### config.mk
export PLATFORM = sky130hd
export DESIGN_NAME = simd_flag_unit
export DESIGN_NICKNAME = d
export VERILOG_FILES = /design/src/rtl/flagu_pkg.sv /design/src/rtl/flagu_lane_cond.sv /design/src/rtl/flagu_flag_next.sv /design/src/rtl/flagu_branch.sv /design/src/rtl/simd_flag_unit.sv
export SDC_FILE = /design/constraint.sdc
export NUM_CORES = 1
export LEC_CHECK = 0
export BUFFER_PORTS_ARGS = -buffer_cell sky130_fd_sc_hd__buf_2
export CAP_MARGIN = 10
export CORE_AREA = 5 5 674 676
export CTS_CLUSTER_DIAMETER = 80
export DETAILED_ROUTE_END_ITERATION = 10
export DIE_AREA = 0 0 679 681
export HOLD_SLACK_MARGIN = 0.15
export PLACE_DENSITY_LB_ADDON = 0.15
export SYNTH_ARGS = -nofsm -noshare
export SYNTH_HDL_FRONTEND = slang
export SYNTH_SLANG_ARGS = --single-unit
### constraint.sdc
create_clock -name clk -period 3.2 [get_ports clk]
set_input_delay 0.32 -clock clk [delete_from_list [all_inputs] [get_ports clk]]
set_output_delay 0.32 -clock clk [all_outputs]
set_load 0.02 [all_outputs]
### src/rtl/flagu_pkg.sv
package flagu_pkg;

  typedef enum logic [2:0] {
    CC_NEVER  = 3'd0,
    CC_ALWAYS = 3'd1,
    CC_ZSET   = 3'd2,
    CC_ZCLR   = 3'd3,
    CC_NSET   = 3'd4,
    CC_NCLR   = 3'd5,
    CC_CSET   = 3'd6,
    CC_CCLR   = 3'd7
  } cond_e;

  typedef enum logic [1:0] {
    SRC_ADD  = 2'd0,
    SRC_MUL  = 2'd1,
    SRC_LINK = 2'd2
  } fsrc_e;

  typedef struct packed {
    logic z;
    logic n;
    logic c;
  } flags_t;

  // Evaluate one condition code against one lane's flags.
  function automatic logic cond_pass(input logic [2:0] cc, input flags_t f);
    logic r;
    case (cond_e'(cc))
      CC_NEVER:  r = 1'b0;
      CC_ALWAYS: r = 1'b1;
      CC_ZSET:   r = f.z;
      CC_ZCLR:   r = ~f.z;
      CC_NSET:   r = f.n;
      CC_NCLR:   r = ~f.n;
      CC_CSET:   r = f.c;
      default:   r = ~f.c;
    endcase
    return r;
  endfunction

  // Build the flag triple from a result summary.
  function automatic flags_t flags_of(input logic all_zero, input logic msb,
                                      input logic cy);
    flags_t f;
    f.z = all_zero;
    f.n = msb;
    f.c = cy;
    return f;
  endfunction

endpackage

### src/rtl/flagu_lane_cond.sv
module flagu_lane_cond
  import flagu_pkg::*;
#(
  parameter int unsigned LANES = 16
) (
  input  logic [2:0]       cc_add,
  input  logic [2:0]       cc_mul,
  input  logic             add_live,
  input  logic             mul_live,
  input  logic [LANES-1:0] fz,
  input  logic [LANES-1:0] fn,
  input  logic [LANES-1:0] fc,
  output logic [LANES-1:0] add_wen,
  output logic [LANES-1:0] mul_wen
);

  for (genvar g = 0; g < LANES; g++) begin : g_lane
    flags_t cur;
    assign cur        = flags_t'({fz[g], fn[g], fc[g]});
    assign add_wen[g] = add_live & cond_pass(cc_add, cur);
    assign mul_wen[g] = mul_live & cond_pass(cc_mul, cur);
  end

endmodule

### src/rtl/flagu_flag_next.sv
module flagu_flag_next
  import flagu_pkg::*;
#(
  parameter int unsigned LANES = 16,
  parameter int unsigned DW    = 32
) (
  input  fsrc_e                 src,
  input  logic [LANES*DW-1:0]   add_res,
  input  logic [LANES-1:0]      add_cy,
  input  logic [LANES*DW-1:0]   mul_res,
  input  logic [LANES-1:0]      mul_cy,
  input  logic [DW-1:0]         link_val,
  output logic [LANES-1:0]      nz,
  output logic [LANES-1:0]      nn,
  output logic [LANES-1:0]      nc
);

  flags_t link_f;
  assign link_f = flags_of(~|link_val, link_val[DW-1], 1'b0);

  for (genvar g = 0; g < LANES; g++) begin : g_lane
    logic [DW-1:0] a_w;
    logic [DW-1:0] m_w;
    flags_t        a_f;
    flags_t        m_f;
    flags_t        sel_f;

    assign a_w = add_res[g*DW +: DW];
    assign m_w = mul_res[g*DW +: DW];
    assign a_f = flags_of(~|a_w, a_w[DW-1], add_cy[g]);
    assign m_f = flags_of(~|m_w, m_w[DW-1], mul_cy[g]);

    always_comb begin
      case (src)
        SRC_MUL:  sel_f = m_f;
        SRC_LINK: sel_f = link_f;
        default:  sel_f = a_f;
      endcase
    end

    assign nz[g] = sel_f.z;
    assign nn[g] = sel_f.n;
    assign nc[g] = sel_f.c;
  end

endmodule

### src/rtl/flagu_branch.sv
module flagu_branch #(
  parameter int unsigned LANES = 16,
  parameter int unsigned DW    = 32
) (
  input  logic                instr_valid,
  input  logic                is_branch,
  input  logic                br_taken,
  input  logic                br_use_reg,
  input  logic [LANES*DW-1:0] br_reg_vec,
  input  logic [DW-1:0]       br_offset,
  output logic                link_wen,
  output logic [DW-1:0]       br_target
);

  localparam int unsigned SRC_LANE = LANES - 1;

  logic [DW-1:0] reg_word;
  assign reg_word  = br_use_reg ? br_reg_vec[SRC_LANE*DW +: DW] : '0;
  assign br_target = reg_word + br_offset;
  assign link_wen  = instr_valid & is_branch & br_taken;

endmodule

### src/rtl/simd_flag_unit.sv
module simd_flag_unit
  import flagu_pkg::*;
#(
  parameter int unsigned LANES = 16,
  parameter int unsigned DW    = 32
) (
  input  logic                clk,
  input  logic                rst_n,
  input  logic                instr_valid,
  input  logic                is_branch,
  input  logic                set_flags,
  input  logic                raddr_a_lsb,
  input  logic                add_nop,
  input  logic [2:0]          cond_add,
  input  logic [2:0]          cond_mul,
  input  logic [LANES*DW-1:0] add_res,
  input  logic [LANES-1:0]    add_cy,
  input  logic [LANES*DW-1:0] mul_res,
  input  logic [LANES-1:0]    mul_cy,
  input  logic                br_taken,
  input  logic                br_use_reg,
  input  logic [LANES*DW-1:0] br_reg_vec,
  input  logic [DW-1:0]       br_offset,
  input  logic [DW-1:0]       link_val,
  output logic [LANES-1:0]    add_wen,
  output logic [LANES-1:0]    mul_wen,
  output logic                link_wen,
  output logic [DW-1:0]       br_target,
  output logic [LANES-1:0]    flag_z,
  output logic [LANES-1:0]    flag_n,
  output logic [LANES-1:0]    flag_c
);

  // Named internal events, also used by the checker.
  logic             add_live;
  logic             mul_live;
  logic             sf_eff;
  fsrc_e            fsrc;
  logic [LANES-1:0] upd_mask;
  logic [LANES-1:0] nz, nn, nc;

  assign add_live = instr_valid & ~is_branch & ~add_nop;
  assign mul_live = instr_valid & ~is_branch;
  // On a branch the set-flags bit aliases the low register-A address bit.
  assign sf_eff   = set_flags | (is_branch & raddr_a_lsb);

  flagu_lane_cond #(.LANES(LANES)) u_cond (
    .cc_add   (cond_add),
    .cc_mul   (cond_mul),
    .add_live (add_live),
    .mul_live (mul_live),
    .fz       (flag_z),
    .fn       (flag_n),
    .fc       (flag_c),
    .add_wen  (add_wen),
    .mul_wen  (mul_wen)
  );

  always_comb begin
    if (is_branch) begin
      fsrc     = SRC_LINK;
      upd_mask = {LANES{instr_valid & sf_eff & br_taken}};
    end else if (!add_nop) begin
      fsrc     = SRC_ADD;
      upd_mask = {LANES{instr_valid & sf_eff}} & add_wen;
    end else begin
      fsrc     = SRC_MUL;
      upd_mask = {LANES{instr_valid & sf_eff}} & mul_wen;
    end
  end

  flagu_flag_next #(.LANES(LANES), .DW(DW)) u_next (
    .src      (fsrc),
    .add_res  (add_res),
    .add_cy   (add_cy),
    .mul_res  (mul_res),
    .mul_cy   (mul_cy),
    .link_val (link_val),
    .nz       (nz),
    .nn       (nn),
    .nc       (nc)
  );

  flagu_branch #(.LANES(LANES), .DW(DW)) u_br (
    .instr_valid (instr_valid),
    .is_branch   (is_branch),
    .br_taken    (br_taken),
    .br_use_reg  (br_use_reg),
    .br_reg_vec  (br_reg_vec),
    .br_offset   (br_offset),
    .link_wen    (link_wen),
    .br_target   (br_target)
  );

  for (genvar g = 0; g < LANES; g++) begin : g_flag
    always_ff @(posedge clk or negedge rst_n) begin
      if (!rst_n) begin
        flag_z[g] <= 1'b0;
        flag_n[g] <= 1'b0;
        flag_c[g] <= 1'b0;
      end else if (upd_mask[g]) begin
        flag_z[g] <= nz[g];
        flag_n[g] <= nn[g];
        flag_c[g] <= nc[g];
      end
    end
  end

endmodule

# After elaboration in Yosys (flattened, before gate mapping)
# Cells that the tools add are included.
# W data, S select, Z words.
# word_totals
output_inout_bits	113
elab_cells	276
inputBits	1647
ff_bits	48
# classes
bitwise	92
n_mux	53
add_sub_neg	1
eq_ne	14
reduce_logical	68
# ops
cell	count
$reduce_or A32 Y1	33
$pmux W1 S7	32
$pmux W3 S2	16
$not A1 Y1	50
$and A1 B1 Y1	39
$logic_not A1 Y1	33
$add A32 B32 Y32	1
$and A16 B16 Y16	2
$mux W16	2
$mux W32	1
$eq A3 B3 Y1 const B	6
$eq A3 B2 Y1 const B	4
$eq A3 B1 Y1 const B	2
$logic_not A3 Y1	2
$eq A2 B1 Y1 const B	1
$eq A2 B2 Y1 const B	1
$mux W2	1
$mux W1	1
$or A1 B1 Y1	1

# Depth between registers and ports, before layout
# logic_depth
depth_word	7
ltp_mapped	11
depth_no_buf	10

# Cells and area by module
# A second synthesis with hierarchy kept.
# unflattened
hier_cells	1188
hier_area_um2	9379.0
# by_module_without_submodules
mod	cells_each	instances	area_each_um2	seq_area_each_um2
flagu_flag_next	481	1	2919.0	0.0
simd_flag_unit	142	1	2499.9	1201.2
flagu_branch	284	1	2000.7	0.0
flagu_lane_cond	281	1	1959.4	0.0

# Worst setup path before layout
# Ideal clock, no wire load.
# synth_timing
kind	input -> output
start	in br_use_reg
end	out br_target[28]
path_slack_ns	-0.020
t_required_ns	2.880
path_buffers	1
t_arrival_ns	2.900
path_stages	10
cell_sequence	clkbuf_1 -> and2_1 -> ha_1 -> fa_1 -> a21o_1 -> nand4_1 -> a31o_2 -> a21o_1 -> o31a_1 -> o311ai_0
# synth_via
elab_chain_len	2
# synth_rtl
item	line_no	source
start, declared	simd_flag_unit.sv:21	input logic br_use_reg,
$mux W32	flagu_branch.sv:18	assign reg_word = br_use_reg ? br_reg_vec[SRC_LANE*DW +: DW] : '0;
$add A32 B32 Y32	flagu_branch.sv:19	assign br_target = reg_word + br_offset;
end, declared	simd_flag_unit.sv:28	output logic [DW-1:0] br_target,
# Every way passes these cells.

# Worst setup path in the final report
# Same ends and word-level chain as after synthesis.

==> impl_results.md <==
* Outcome: finished clean
* Total gr overflow at 0
* Largest net degree at the start of global routing at 49
* LEAKAGE at 8.82 nW
* Syn Area/Cell at 7.60 µm²
* Post-Synth Simple-Gate Area at 42.3%
* Total Wirelength at 137 mm
* Layout filler cell count at 53300
* Uppermost layer routed: met5
* CP bufs+invs at 8
* Total track usage at 5.51%
* Routed len/inst at 16.1 µm
* Setup crit start kind: input pin
* Pre-CTS setup slack at -0.322 ns
* Final nets at 4175
* Top FF cell, synth: dfrtp_1
* Max Slew Vio Count at 0
* CP Capture Type: output port
* Post-synth net total at 2810
* Fin crit share at 97.9%
* Worst-path clk slew at 0.09 ns
* Synth area leaders: nor4_1 (17%), dfrtp_1 (14%), o2bb2ai_1 (6.5%)
* Worst vdd ir at 0.235 mV
* Fin util at 5.36%
* Synth Instances at 1131
* WL met2 at 73.6 mm
* Drt first-iter violations at 486
* PD cells at 188 mW/mm²
* Family with the most delay on the worst path: buffers and inverters
* Worst endpoint data arrival time at 2.81 ns
* RSZ-0062 raised after global routing: yes
* Final Hold Viols at 0
* Vias post-DR at 15600
* Adder and majority gate portion of the synthesized area at 4.75%
* Main combinational cell family by area after synthesis: simple AND/OR/NAND/NOR gates
* Syn-to-layout area delta at 179%
* Ys async rst share at 100%
* Xor and xnor area share after synthesis at 3.06%
* Complex-gate fraction of the synthesized area at 24.5%
* Synth cell types at 62
* Drc violations at 0
* Post-synth EDFFs at 0
* Final Critical Period at 3.13 ns
* WL met1 at 50.3 mm
* CP max FO at 10
* Die width at 679 µm
* Mapped Area at 0.00859 mm²
* Slowest-stage cell, CP: ha_1
* Vias in the first global route at 16800
* Die height at 681 µm
* Starting Density at 1.92%
* Post-synthesis sequential area ratio at 14.0%
* Largest area contributor in the netlist: nor4_1
* Slew HR at 39.7%
* Post-route ant nets at 0
* Share of cells above drive strength 1 at 62.8%
* Worst-margin pin slew at 0.905 ns
* Pre-antenna DRT Iters at 4
* Initial antenna violation count at 59
* Clock Skews at 0.00867 ns
* Critical path class: in -> out
* Via density at 1.83
* Detail Placement HPWL at 125 mm
* CTS Root Buffer Type: clkbuf_16
* Min-Delay Path Class: in -> reg
* Post-synthesis mux area share at 7.60%
* WHS at 0.334 ns
* # clock sinks at 48
* CP Cell Sequence: buf_8 > buf_6 > buf_4 > and2_1 > ha_1 > buf_4 > nand4_1 > nor2_2 > inv_1 > o31a_1 > buf_4 > buf_4 > o311ai_2 > buf_4
* CTS max path bufs at 2
* Yosys top cell area share at 16.8%
* H-tree levels at 2
* CTS tree: built
* DR WL met3 at 10.8 mm
* Gp weighted congestion at 0.862
* Fmax at 319 MHz
* Most common cell type on the critical path: buf_4
* Top Ports at 1760
* Max Cap Violations at 0
* First-pass GRT wire length at 168 mm
* CP max stage delay at 0.32 ns
* Final Setup Violations at 0
* # rows at 246
* Port buffer count at 1279
* Later-pin clock latency in the skew report at 0.36 ns
* Final worst slack at 0.0671 ns
* Required time worst endpoint at 2.88 ns
* CTS buffer count at 5
* Yosys reg bits at 48
* Core footprint at 0.448 mm²
* DIE AREA at 0.462 mm²
* Yosys warnings at 0
==> per-layer routing <==
layer | GRT usage [%] | up-vias
met5 | 0 | -
met4 | 0.828 | 24
met3 | 1.78 | 107
met2 | 10.6 | 782
met1 | 5.89 | 7210
li1 | - | 7435
==> sequential cells by signal, summed over array words and instances (netlist names) <==
signal  count
flag_z     16
flag_n     16
flag_c     16
==> Yosys cell counts (9+ instances only) <==
| cell | number |
|---|---|
| a211oi_1 | 18 |
| a21o_1 | 14 |
| a21oi_1 | 74 |
| a221o_1 | 16 |
| a22o_1 | 32 |
| and2_1 | 32 |
| buf_2 | 18 |
| clkbuf_1 | 34 |
| dfrtp_1 | 48 |
| ha_1 | 31 |
| mux2_2 | 18 |
| mux2_4 | 30 |
| nand2_1 | 27 |
| nand3_1 | 25 |
| nand4_1 | 70 |
| nor2_1 | 104 |
| nor2_2 | 10 |
| nor2b_1 | 23 |
| nor3_1 | 41 |
| nor3_2 | 11 |
| nor4_1 | 231 |
| o21ai_0 | 9 |
| o21ba_2 | 11 |
| o2bb2ai_1 | 64 |
| or4_1 | 32 |
| xnor2_1 | 15 |
| xor2_1 | 15 |
==> logic make-up after synthesis <==
kind of cell | Yosys count
AOI/OAI and AO/OA | 274
xor gates and xnor gates | 30
adders and majority gates | 32
buffers and inverters | 69
DFF | 48
muxes | 48
and+or+nand+nor | 630
==> where the power goes <==
group          internal, mW  switching, mW
Clock                 0.396          0.363
Sequential            0.700          0.226
Combinational          1.26           1.57
Total                  2.36           2.16
==> metrics by stage <==
step           instance area, µm²  power [mW]  cells  TNS [ns]
6_report                    24000        4.51   8486         0
5_1_grt                     23900        4.90   8454   -0.0390
4_1_cts                     23800        4.69   8446         0
3_5_place_dp                23400        3.82   8434     -2.06
3_3_place_gp                23400        3.84   8434     -2.53
2_1_floorplan                8590        1.89   1131         0
==> what timing repair did <==
| item | in CTS | in global routing |
|---|---|---|
| endpoints found under the hold margin | 33 | 0 |
| setup buffers | 3 | 3 |
| hold buffers | 1 | 0 |
| resized for setup | 24 | 28 |
| setup endpoints to repair | 15 | 13 |
| pin swaps | 12 | 14 |
==> worst register-to-register path: cells and delay by family (launching register included) <==
kind / cells / cell delay [ns]
and+or+nand+nor: 2 / 0.60
DFF: 1 / 0.53
muxes: 1 / 0.27
AOI/OAI and AO/OA: 4 / 0.52
==> cell usage in the layout, fill, tap and decap left out, types with 30 or more instances in the layout <==
cell	synthesis	layout
nor2_1	104	99
o2bb2ai_1	64	64
diode_2	0	37
mux2_4	30	30
dfrtp_1	48	48
a22o_1	32	32
nor4_1	231	228
nand4_1	70	70
buf_2	18	1260
buf_4	3	147
or4_1	32	32
a21oi_1	74	70
and2_1	32	31
nor3_1	41	40
==> area by class of cell <==
type	count	area, µm²	share of cell area (%)
Clock inverter	2	38.8	0.162
Antenna cell	37	92.6	0.386
Multi-Input combinational cell	1014	7350	30.7
Clock buffer	6	139	0.579
Inverter	5	18.8	0.0783
Tap cell	5952	7450	31.1
Timing Repair Buffer	1422	7690	32.1
Sequential cell	48	1200	5.01
==> final timing paths <==
path / end / cells past startpoint / slack [ns] / from
setup reg to reg: flag_z[3] / 7 / 1.17 / flag_z[3]
hold reg to reg: flag_c[13] / 1 / 0.66 / flag_c[13]
max in group asynchronous: flag_n[15] / 2 / 1.78 / rst_n
hold / removal: flag_c[14] / 3 / 0.33 / mul_cy[14]
min in group asynchronous: flag_z[9] / 2 / 0.76 / rst_n
setup / recovery: br_target[28] / 14 / 0.07 / br_use_reg
Power figures use the tool's default switching activity.
